`src/rtl/vec_pkg.sv`:
```
package vec_pkg;
  typedef enum logic [3:0] {
    SRC_POR, SRC_CLKMON, SRC_COP, SRC_TRAP, SRC_SWI,
    SRC_XIRQ, SRC_IRQ, SRC_DEV, SRC_SPUR
  } src_e;

  localparam logic [15:0] ABS_POR    = 16'hFFFE;
  localparam logic [15:0] ABS_CLKMON = 16'hFFFC;
  localparam logic [15:0] ABS_COP    = 16'hFFFA;

  localparam logic [7:0] OFS_TRAP  = 8'hF8;
  localparam logic [7:0] OFS_SWI   = 8'hF6;
  localparam logic [7:0] OFS_XIRQ  = 8'hF4;
  localparam logic [7:0] OFS_IRQ   = 8'hF2;
  localparam logic [7:0] OFS_DEV0  = 8'hF0;
  localparam logic [7:0] OFS_DEVLO = 8'h12;
  localparam logic [7:0] OFS_SPUR  = 8'h10;

  localparam int MAX_DEV_SLOTS = (int'(OFS_DEV0) - int'(OFS_DEVLO)) / 2 + 1;
endpackage

```
`src/rtl/dev_prio_enc.sv`:
```
module dev_prio_enc
  import vec_pkg::*;
#(
  parameter int NUM_DEV = 64,
  parameter int IDX_W   = 6
) (
  input  logic [NUM_DEV-1:0] dev_req,
  input  logic               imask,
  output logic               hit,
  output logic [IDX_W-1:0]   idx
);
  localparam int USED = (NUM_DEV < MAX_DEV_SLOTS) ? NUM_DEV : MAX_DEV_SLOTS;

  logic [NUM_DEV-1:0] live;

  for (genvar g = 0; g < NUM_DEV; g++) begin : g_line
    if (g < USED) begin : g_on
      assign live[g] = dev_req[g] & ~imask;
    end else begin : g_off
      assign live[g] = 1'b0;
    end
  end

  // Lowest index = highest vector address = highest priority.
  always_comb begin
    hit = 1'b0;
    idx = '0;
    for (int i = NUM_DEV - 1; i >= 0; i--) begin
      if (live[i]) begin
        hit = 1'b1;
        idx = IDX_W'(i);
      end
    end
  end
endmodule

```
`src/rtl/src_arbiter.sv`:
```
module src_arbiter
  import vec_pkg::*;
(
  input  logic req_por,
  input  logic req_clkmon,
  input  logic req_cop,
  input  logic req_trap,
  input  logic req_swi,
  input  logic req_xirq,
  input  logic req_irq,
  input  logic imask,
  input  logic dev_hit,
  output src_e sel,
  output logic any
);
  always_comb begin
    if      (req_por)              sel = SRC_POR;
    else if (req_clkmon)           sel = SRC_CLKMON;
    else if (req_cop)              sel = SRC_COP;
    else if (req_trap)             sel = SRC_TRAP;
    else if (req_swi)              sel = SRC_SWI;
    else if (req_xirq)             sel = SRC_XIRQ;
    else if (req_irq && !imask)    sel = SRC_IRQ;
    else if (dev_hit)              sel = SRC_DEV;
    else                           sel = SRC_SPUR;
    any = (sel != SRC_SPUR);
  end
endmodule

```
`src/rtl/vec_former.sv`:
```
module vec_former
  import vec_pkg::*;
#(
  parameter int IDX_W = 6
) (
  input  src_e             sel,
  input  logic [7:0]       base,
  input  logic [IDX_W-1:0] dev_idx,
  output logic [15:0]      addr
);
  logic [7:0] dev_ofs;

  always_comb begin
    dev_ofs = OFS_DEV0 - 8'({dev_idx, 1'b0});
    unique case (sel)
      SRC_POR:    addr = ABS_POR;
      SRC_CLKMON: addr = ABS_CLKMON;
      SRC_COP:    addr = ABS_COP;
      SRC_TRAP:   addr = {base, OFS_TRAP};
      SRC_SWI:    addr = {base, OFS_SWI};
      SRC_XIRQ:   addr = {base, OFS_XIRQ};
      SRC_IRQ:    addr = {base, OFS_IRQ};
      SRC_DEV:    addr = {base, dev_ofs};
      default:    addr = {base, OFS_SPUR};
    endcase
  end
endmodule

```
`src/rtl/vec_resolver.sv`:
```
module vec_resolver
  import vec_pkg::*;
#(
  parameter int NUM_DEV = 64
) (
  input  logic               clk,
  input  logic               rst,
  input  logic               req_por,
  input  logic               req_clkmon,
  input  logic               req_cop,
  input  logic               req_trap,
  input  logic               req_swi,
  input  logic               req_xirq,
  input  logic               req_irq,
  input  logic [NUM_DEV-1:0] dev_req,
  input  logic               imask,
  input  logic [7:0]         vec_base,
  input  logic               vec_req,
  output logic               int_pending,
  output logic [15:0]        vec_addr,
  output logic               vec_valid
);
  localparam int IDX_W = (NUM_DEV > 1) ? $clog2(NUM_DEV) : 1;

  logic             dev_hit;
  logic [IDX_W-1:0] dev_idx;
  src_e             sel;
  logic             any_live;
  logic [15:0]      next_addr;

  dev_prio_enc #(.NUM_DEV(NUM_DEV), .IDX_W(IDX_W)) u_enc (
    .dev_req(dev_req), .imask(imask), .hit(dev_hit), .idx(dev_idx)
  );

  src_arbiter u_arb (
    .req_por(req_por), .req_clkmon(req_clkmon), .req_cop(req_cop),
    .req_trap(req_trap), .req_swi(req_swi), .req_xirq(req_xirq),
    .req_irq(req_irq), .imask(imask), .dev_hit(dev_hit),
    .sel(sel), .any(any_live)
  );

  vec_former #(.IDX_W(IDX_W)) u_form (
    .sel(sel), .base(vec_base), .dev_idx(dev_idx), .addr(next_addr)
  );

  always_ff @(posedge clk) begin
    if (rst) begin
      int_pending <= 1'b0;
      vec_valid   <= 1'b0;
      vec_addr    <= '0;
    end else begin
      int_pending <= any_live;
      vec_valid   <= vec_req;
      if (vec_req) vec_addr <= next_addr;
    end
  end

  // valid pulse follows each strobe by one edge, and only then
  p_valid_follows_r10: assert property (@(posedge clk) disable iff (rst)
    vec_req |=> vec_valid);
  p_valid_quiet_r10: assert property (@(posedge clk) disable iff (rst)
    !vec_req |=> !vec_valid);
  p_hold_r10: assert property (@(posedge clk) disable iff (rst)
    !vec_req |=> $stable(vec_addr));
  // top reset class always wins
  p_por_wins_r2: assert property (@(posedge clk) disable iff (rst)
    (vec_req && req_por) |=> vec_addr == ABS_POR);
  // non-maskable line ignores imask
  p_xirq_unmasked_r6: assert property (@(posedge clk) disable iff (rst)
    (vec_req && req_xirq && !req_por && !req_clkmon && !req_cop &&
     !req_trap && !req_swi) |=> vec_addr[7:0] == OFS_XIRQ);
  // nothing active gives the spurious vector
  p_spurious_r9: assert property (@(posedge clk) disable iff (rst)
    (vec_req && !req_por && !req_clkmon && !req_cop && !req_trap &&
     !req_swi && !req_xirq && (imask || (!req_irq && dev_req == '0)))
    |=> vec_addr == {$past(vec_base), OFS_SPUR});
  // encoder only reports a line that is really requesting
  p_dev_hit_real_r8: assert property (@(posedge clk) disable iff (rst)
    dev_hit |-> (dev_req[dev_idx] && !imask));
  // pending tracks the non-maskable line
  p_pend_xirq_r11: assert property (@(posedge clk) disable iff (rst)
    req_xirq |=> int_pending);
endmodule

```
`config.mk`:
```
export PLATFORM = sky130hd
export DESIGN_NAME = vec_resolver
export DESIGN_NICKNAME = d
export VERILOG_FILES = /design/src/rtl/vec_pkg.sv /design/src/rtl/dev_prio_enc.sv /design/src/rtl/src_arbiter.sv /design/src/rtl/vec_former.sv /design/src/rtl/vec_resolver.sv
export SDC_FILE = /design/constraint.sdc
export NUM_CORES = 1
export LEC_CHECK = 0
export ABC_CLOCK_PERIOD_IN_PS = 2800
export BUFFER_PORTS_ARGS = -buffer_cell sky130_fd_sc_hd__buf_2
export CORE_MARGIN = 2
export CORE_UTILIZATION = 42
export DETAILED_ROUTE_END_ITERATION = 10
export PLACE_DENSITY_LB_ADDON = 0.1
export SKIP_LAST_GASP = 1
export SYNTH_ARGS = -nofsm -noshare
export SYNTH_HDL_FRONTEND = slang
export SYNTH_HIERARCHICAL = 1
export SYNTH_SLANG_ARGS = --single-unit
export TNS_END_PERCENT = 1
```
`constraint.sdc`:
```
create_clock -name clk -period 2.8 [get_ports clk]
set_input_delay 0.42 -clock clk [delete_from_list [all_inputs] [get_ports clk]]
set_output_delay 0.42 -clock clk [all_outputs]
set_load 0.1 [all_outputs]
```
# ---- Word level (Yosys, flattened, before mapping)
# Cells that the tools add are included.
dict set report op_classes {
  add_sub_neg 1
  n_eq_ne 8
  n_mux 137
  n_bitwise 65
  reduce_logical 3
}
# op n
set op_table {}
lappend op_table {{two-way mux 6 bit} 64}
lappend op_table {{case mux 16 bit (8 select lines)} 1}
lappend op_table {{AND 1 bit} 64}
lappend op_table {{two-way mux 1 bit} 64}
lappend op_table {{two-way mux 4 bit} 8}
lappend op_table {{equality test 4 x 3 -> 1 bit (second input constant)} 4}
lappend op_table {{equality test 4 x 2 -> 1 bit (second input constant)} 2}
lappend op_table {{subtractor 8 x 7 -> 8 bit (first input constant)} 1}
lappend op_table {{equality test 4 x 1 -> 1 bit (second input constant)} 1}
lappend op_table {{logical NOT 4 bit} 1}
lappend op_table {{inequality test 4 bit (second input constant)} 1}
lappend op_table {{logical AND 1 bit} 1}
lappend op_table {{logical NOT 1 bit} 1}
lappend op_table {{NOT 1 bit} 1}
dict set report totals {
  reg_bits 18
  input_bits 83
  elab_cells 217
}

# ---- Depth between registers and ports, before layout
dict set report depth {
  word_depth 76
  mapped_depth 14
  depth_no_buf 13
}

# ---- Hierarchy
# Netlist, hierarchy kept.
# module n_inst cells_each area_each_um2
set by_module_without_submodules {}
lappend by_module_without_submodules {dev_prio_enc 1 165 962.2}
lappend by_module_without_submodules {vec_resolver 1 56 634.4}
lappend by_module_without_submodules {vec_former 1 36 229.0}
lappend by_module_without_submodules {src_arbiter 1 17 122.6}

# ---- Least setup slack after synthesis
# Ideal clock, no wire load.
dict set report synth_path {
  path_type {input -> register}
  startpoint {in dev_req[26]}
  endpoint {reg vec_addr[10]}
  setup_ps 118
  arrival_ps 2639
  setup_slack_ps 43
  path_stages 12
  path_buffers 1
  path_cell_list {nor4_2 > nand3_1 > a21oi_1 > nor4b_1 > nand2_1 > nor4_2 > and2_1 > clkbuf_2 > a211oi_2 > or2_2 > mux2i_1 > nor2_1}
}
dict set report synth_between {
  elab_chain_len 38
  word_cells_on_any_way 45
  classes_between {eq/ne (7); mux (36); bitwise (1); reduce/logical (1)}
}
# item line_no
set synth_rtl {}
lappend synth_rtl {{start: declaration} vec_resolver.sv:15} ;# input logic [NUM_DEV-1:0] dev_req,
lappend synth_rtl {{AND 1 bit (*)} dev_prio_enc.sv:18} ;# assign live[g] = dev_req[g] & ~imask;
lappend synth_rtl {{two-way mux 1 bit (*) (27 in series)} dev_prio_enc.sv:29} ;# if (live[i]) begin
lappend synth_rtl {{net dev_hit} vec_resolver.sv:25} ;# logic dev_hit;
lappend synth_rtl {{two-way mux 4 bit (*)} src_arbiter.sv:24} ;# else if (dev_hit) sel = SRC_DEV;
lappend synth_rtl {{two-way mux 4 bit (*)} src_arbiter.sv:23} ;# else if (req_irq && !imask) sel = SRC_IRQ;
lappend synth_rtl {{two-way mux 4 bit (*)} src_arbiter.sv:22} ;# else if (req_xirq) sel = SRC_XIRQ;
lappend synth_rtl {{two-way mux 4 bit (*)} src_arbiter.sv:21} ;# else if (req_swi) sel = SRC_SWI;
lappend synth_rtl {{two-way mux 4 bit (*)} src_arbiter.sv:20} ;# else if (req_trap) sel = SRC_TRAP;
lappend synth_rtl {{two-way mux 4 bit (*)} src_arbiter.sv:19} ;# else if (req_cop) sel = SRC_COP;
lappend synth_rtl {{two-way mux 4 bit (*)} src_arbiter.sv:18} ;# else if (req_clkmon) sel = SRC_CLKMON;
lappend synth_rtl {{two-way mux 4 bit (*)} src_arbiter.sv:17} ;# if (req_por) sel = SRC_POR;
lappend synth_rtl {{net sel[3]} vec_resolver.sv:27} ;# src_e sel;
lappend synth_rtl {{equality test 4 x 3 -> 1 bit, or another cell as far along} vec_former.sv:15} ;# unique case (sel)
lappend synth_rtl {{case mux 16 bit (8 select lines) (*)} vec_former.sv:15}
lappend synth_rtl {{net next_addr[10]} vec_resolver.sv:29} ;# logic [15:0] next_addr;
lappend synth_rtl {{end signal: assignment} vec_resolver.sv:54} ;# if (vec_req) vec_addr <= next_addr;
lappend synth_rtl {{end: declaration} vec_resolver.sv:20} ;# output logic [15:0] vec_addr,
# The timed path passes the listed nets; every way through them passes the cells marked *.
# A chain may end at the register's enable or synchronous reset.

# ---- Worst setup path after layout
dict set report layout_path {
  startpoint {in dev_req[18]}
  endpoint {reg vec_addr[13]}
}
dict set report layout_between {
  elab_chain_len 30
  word_cells_on_any_way 37
  classes_between {eq/ne (7); mux (28); bitwise (1); reduce/logical (1)}
}
# item line_no
set layout_rtl {}
lappend layout_rtl {{AND 1 bit (*)} dev_prio_enc.sv:18}
lappend layout_rtl {{two-way mux 1 bit (*) (19 in series)} dev_prio_enc.sv:29}
lappend layout_rtl {{net dev_hit} vec_resolver.sv:25}
lappend layout_rtl {{two-way mux 4 bit (*)} src_arbiter.sv:24}
lappend layout_rtl {{two-way mux 4 bit (*)} src_arbiter.sv:23}
lappend layout_rtl {{two-way mux 4 bit (*)} src_arbiter.sv:22}
lappend layout_rtl {{two-way mux 4 bit (*)} src_arbiter.sv:21}
lappend layout_rtl {{two-way mux 4 bit (*)} src_arbiter.sv:20}
lappend layout_rtl {{two-way mux 4 bit (*)} src_arbiter.sv:19}
lappend layout_rtl {{two-way mux 4 bit (*)} src_arbiter.sv:18}
lappend layout_rtl {{two-way mux 4 bit (*)} src_arbiter.sv:17}
lappend layout_rtl {{net sel[3]} vec_resolver.sv:27}
lappend layout_rtl {{equality test 4 x 3 -> 1 bit, or another cell as far along} vec_former.sv:15}
lappend layout_rtl {{case mux 16 bit (8 select lines) (*)} vec_former.sv:15}
lappend layout_rtl {{net next_addr[13]} vec_resolver.sv:29}
# Marks and branches as above.

==> flow_summary.json <==
{
  "power.density_nw_per_um2": 321,
  "synth_common_cells": "nor2_1, a21oi_1, dfxtp_1",
  "ant_nets": 0,
  "ys_seq_area_frac": 0.185,
  "finalCritPeriodShare": 0.953,
  "cts_buffers": 3,
  "dieArea_um2": 5200,
  "worstMarginPinSlew_ps": 524,
  "startpoint_type": "primary input",
  "whs_ps": 479,
  "grt_max_degree": 19,
  "synthTopCellsByArea": "dfxtp_1, nor2_1, mux2i_1, a21oi_1, nor4_1",
  "cp.required_ps": 2930,
  "synth_xor_area_frac": 0.0135,
  "antenna_found_initial": 0,
  "max_cap_violations": 0,
  "drt-total-wl_mm": 5.99,
  "synth_compound_area_frac": 0.272,
  "finish.utilization": 0.698,
  "core_um2": 4410,
  "crit_chain": "buf_2 -> nor4_2 -> buf_4 -> nand3_1 -> a21oi_1 -> nor4b_4 -> nand2_2 -> nor4_4 -> and2_4 -> a211oi_2 -> buf_4 -> or2_2 -> mux2i_1 -> nor2_1",
  "synthFlopType": "dfxtp_1",
  "cts_root_buf": "clkbuf_8",
  "arrival_ps": 2800,
  "overflow": 0,
  "ys_types": 59,
  "drv_slew": 0,
  "portBuffers": 100,
  "min_period_ps": 2670,
  "area_growth_pct": 58.3,
  "p_leak_nw": 1.50,
  "n_antenna_cell": 0,
  "regArea_um2": 360,
  "wire_per_inst_um": 12.2,
  "drive_gt1_frac": 0.458,
  "grt_pass1_wl_mm": 9.98,
  "initial_core_util": 0.441,
  "nets": 524,
  "syn_inst": 274,
  "viasPerCell": 5.21,
  "fp.dieW_um": 72.1,
  "place.gp.congestion": 0.853,
  "grt_pass1_vias": 2441,
  "yosys_warnings": 6,
  "critPathMaxStageDelay_ps": 300,
  "syn-cell-area_um2": 1950,
  "clock_latency_ps": 250,
  "die_y_um": 72.1,
  "hpwl_mm": 4.94,
  "cts.path.max_buffers": 2,
  "fin_skew_ps": 0,
  "vias": 2556,
  "placed_area_um2": 2980,
  "async_flop_share": 0,
  "yosys.area_share.simple": 0.372,
  "dr.first_iter.drc_count": 112,
  "yosysTopAreaCell": "dfxtp_1",
  "cpMaxStageDelayCell": "nor4_4",
  "syn_nets": 358,
  "reg2reg_slack_ps": 2170,
  "outcome": "finished, final reports clean",
  "multi_input_area_um2": 1510,
  "cp-end-kind": "flip-flop",
  "cts_sinks": 18,
  "maxClockFrequency_mhz": 375,
  "cp_common_cell": "buf_4",
  "synth_top_family_by_area": "simple AND/OR/NAND/NOR gates",
  "drt-pass1-iter-count": 4,
  "cts_tree": "yes",
  "setup_viol": 0,
  "hold_path_class": "in -> reg",
  "path_class": "in -> reg",
  "cts-htree-levels": 1,
  "synth.avg_cell_area_um2": 7.11,
  "rows": 24,
  "grt_usage": 0.231,
  "ys_ff_latch": 18,
  "clk_pin_slew_ps": 70,
  "route.detailed.drc": 0,
  "finalHoldViolCount": 0,
  "finalInstanceArea_um2": 3080,
  "crit_fanout": 8,
  "fill_cells": 401,
  "synthMuxAreaShare": 0.0822,
  "rsz0062_at_grt": "yes",
  "yosysMostFrequentCell": "nor2_1",
  "synth-edff-count": 0,
  "ir_drop_uv": 284,
  "io_pins": 101,
  "relSlewSlack": 0.651,
  "synth-adder-area-share": 0.00642,
  "synth_top_area_share": 0.185
}
==> kinds of logic after synthesis <==
family / count (synthesis)
fa+ha+maj: 1
simple gates: 134
other cells: 1
compound gates: 75
xor+xnor: 3
flops: 18
mux: 16
buf+inv: 26
==> cells in the final DEF (no fill, tap or decap), drive strengths merged, types with 4 or more instances in the layout <==
cell type  netlist  routed
mux2i           16      16
o21bai           4       4
nor2b           10      10
a21oi           20      20
nor2            53      53
o211ai           4       4
a31oi            6       6
inv             16      16
or2              9       9
nand2           13      13
dfxtp           18      18
nand2b           5       5
a211oi           5       5
nor3             9       9
nor4            16      16
buf              6     171
o21ai            8       8
clkbuf           4       4
==> worst max-delay path: cells and delay by family <==
family	cells	cell delay, ps
simple gates	8	1530
buf+inv	3	450
compound gates	2	240
mux	1	150
==> repair_timing <==
| item | in CTS | in global routing |
|---|---|---|
| endpoints found under the setup margin | 9 | 14 |
| pin swaps | 0 | 1 |
| gates resized for setup | 2 | 7 |
| hold buffers | 0 | 0 |
| buffers inserted | 0 | 0 |
==> metal layers <==
| layer | vias to the layer above | track usage | part of all wire |
|---|---|---|---|
| li1 | 1346 | - | - |
| met1 | 1132 | 0.306 | 0.46 |
| met2 | 74 | 0.415 | 0.48 |
| met3 | 4 | 0.0292 | 0.050 |
| met4 | 0 | 0.0189 | 0.0033 |
| met5 | - | 0 | 0 |
==> stage by stage <==
step | power [W] | worst slack, ps | TNS [ps] | std cells
global placement | 0.000763 | -231 | -2720 | 487
detailed placement | 0.000769 | -343 | -4010 | 487
global route | 0.00104 | -59.0 | -247 | 491
floorplan | 0.000569 | 42.6 | 0 | 274
CTS | 0.000986 | 83.7 | 0 | 491
finish | 0.000988 | 132 | 0 | 491
==> where the power goes <==
group | switching, W | internal, W
Combinational | 0.000301 | 0.000188
Sequential | 0.00000879 | 0.000275
Clock | 0.0000905 | 0.000125
==> final timing paths <==
check / endpoint / startpoint / depth (start not counted)
worst min register to register: vec_addr[0] / vec_addr[0] / 2
worst max-delay path: vec_addr[13] / dev_req[18] / 14
worst max register to register: vec_addr[13] / vec_addr[13] / 2
worst min-delay path: vec_addr[11] / vec_base[3] / 4
==> state kept, by name (all words and copies together) (netlist names) <==
name and flops:
vec_addr 16, vec_valid 1, int_pending 1
==> cell type report <==
cell class	instances	share of cell area
Inverter	16	0.0195
Clock buffer	4	0.0179
Timing Repair Buffer	171	0.335
Tap cell	52	0.0211
Multi-Input combinational cell	230	0.489
Sequential cell	18	0.117
No activity file was read; power rests on OpenSTA's default activity.
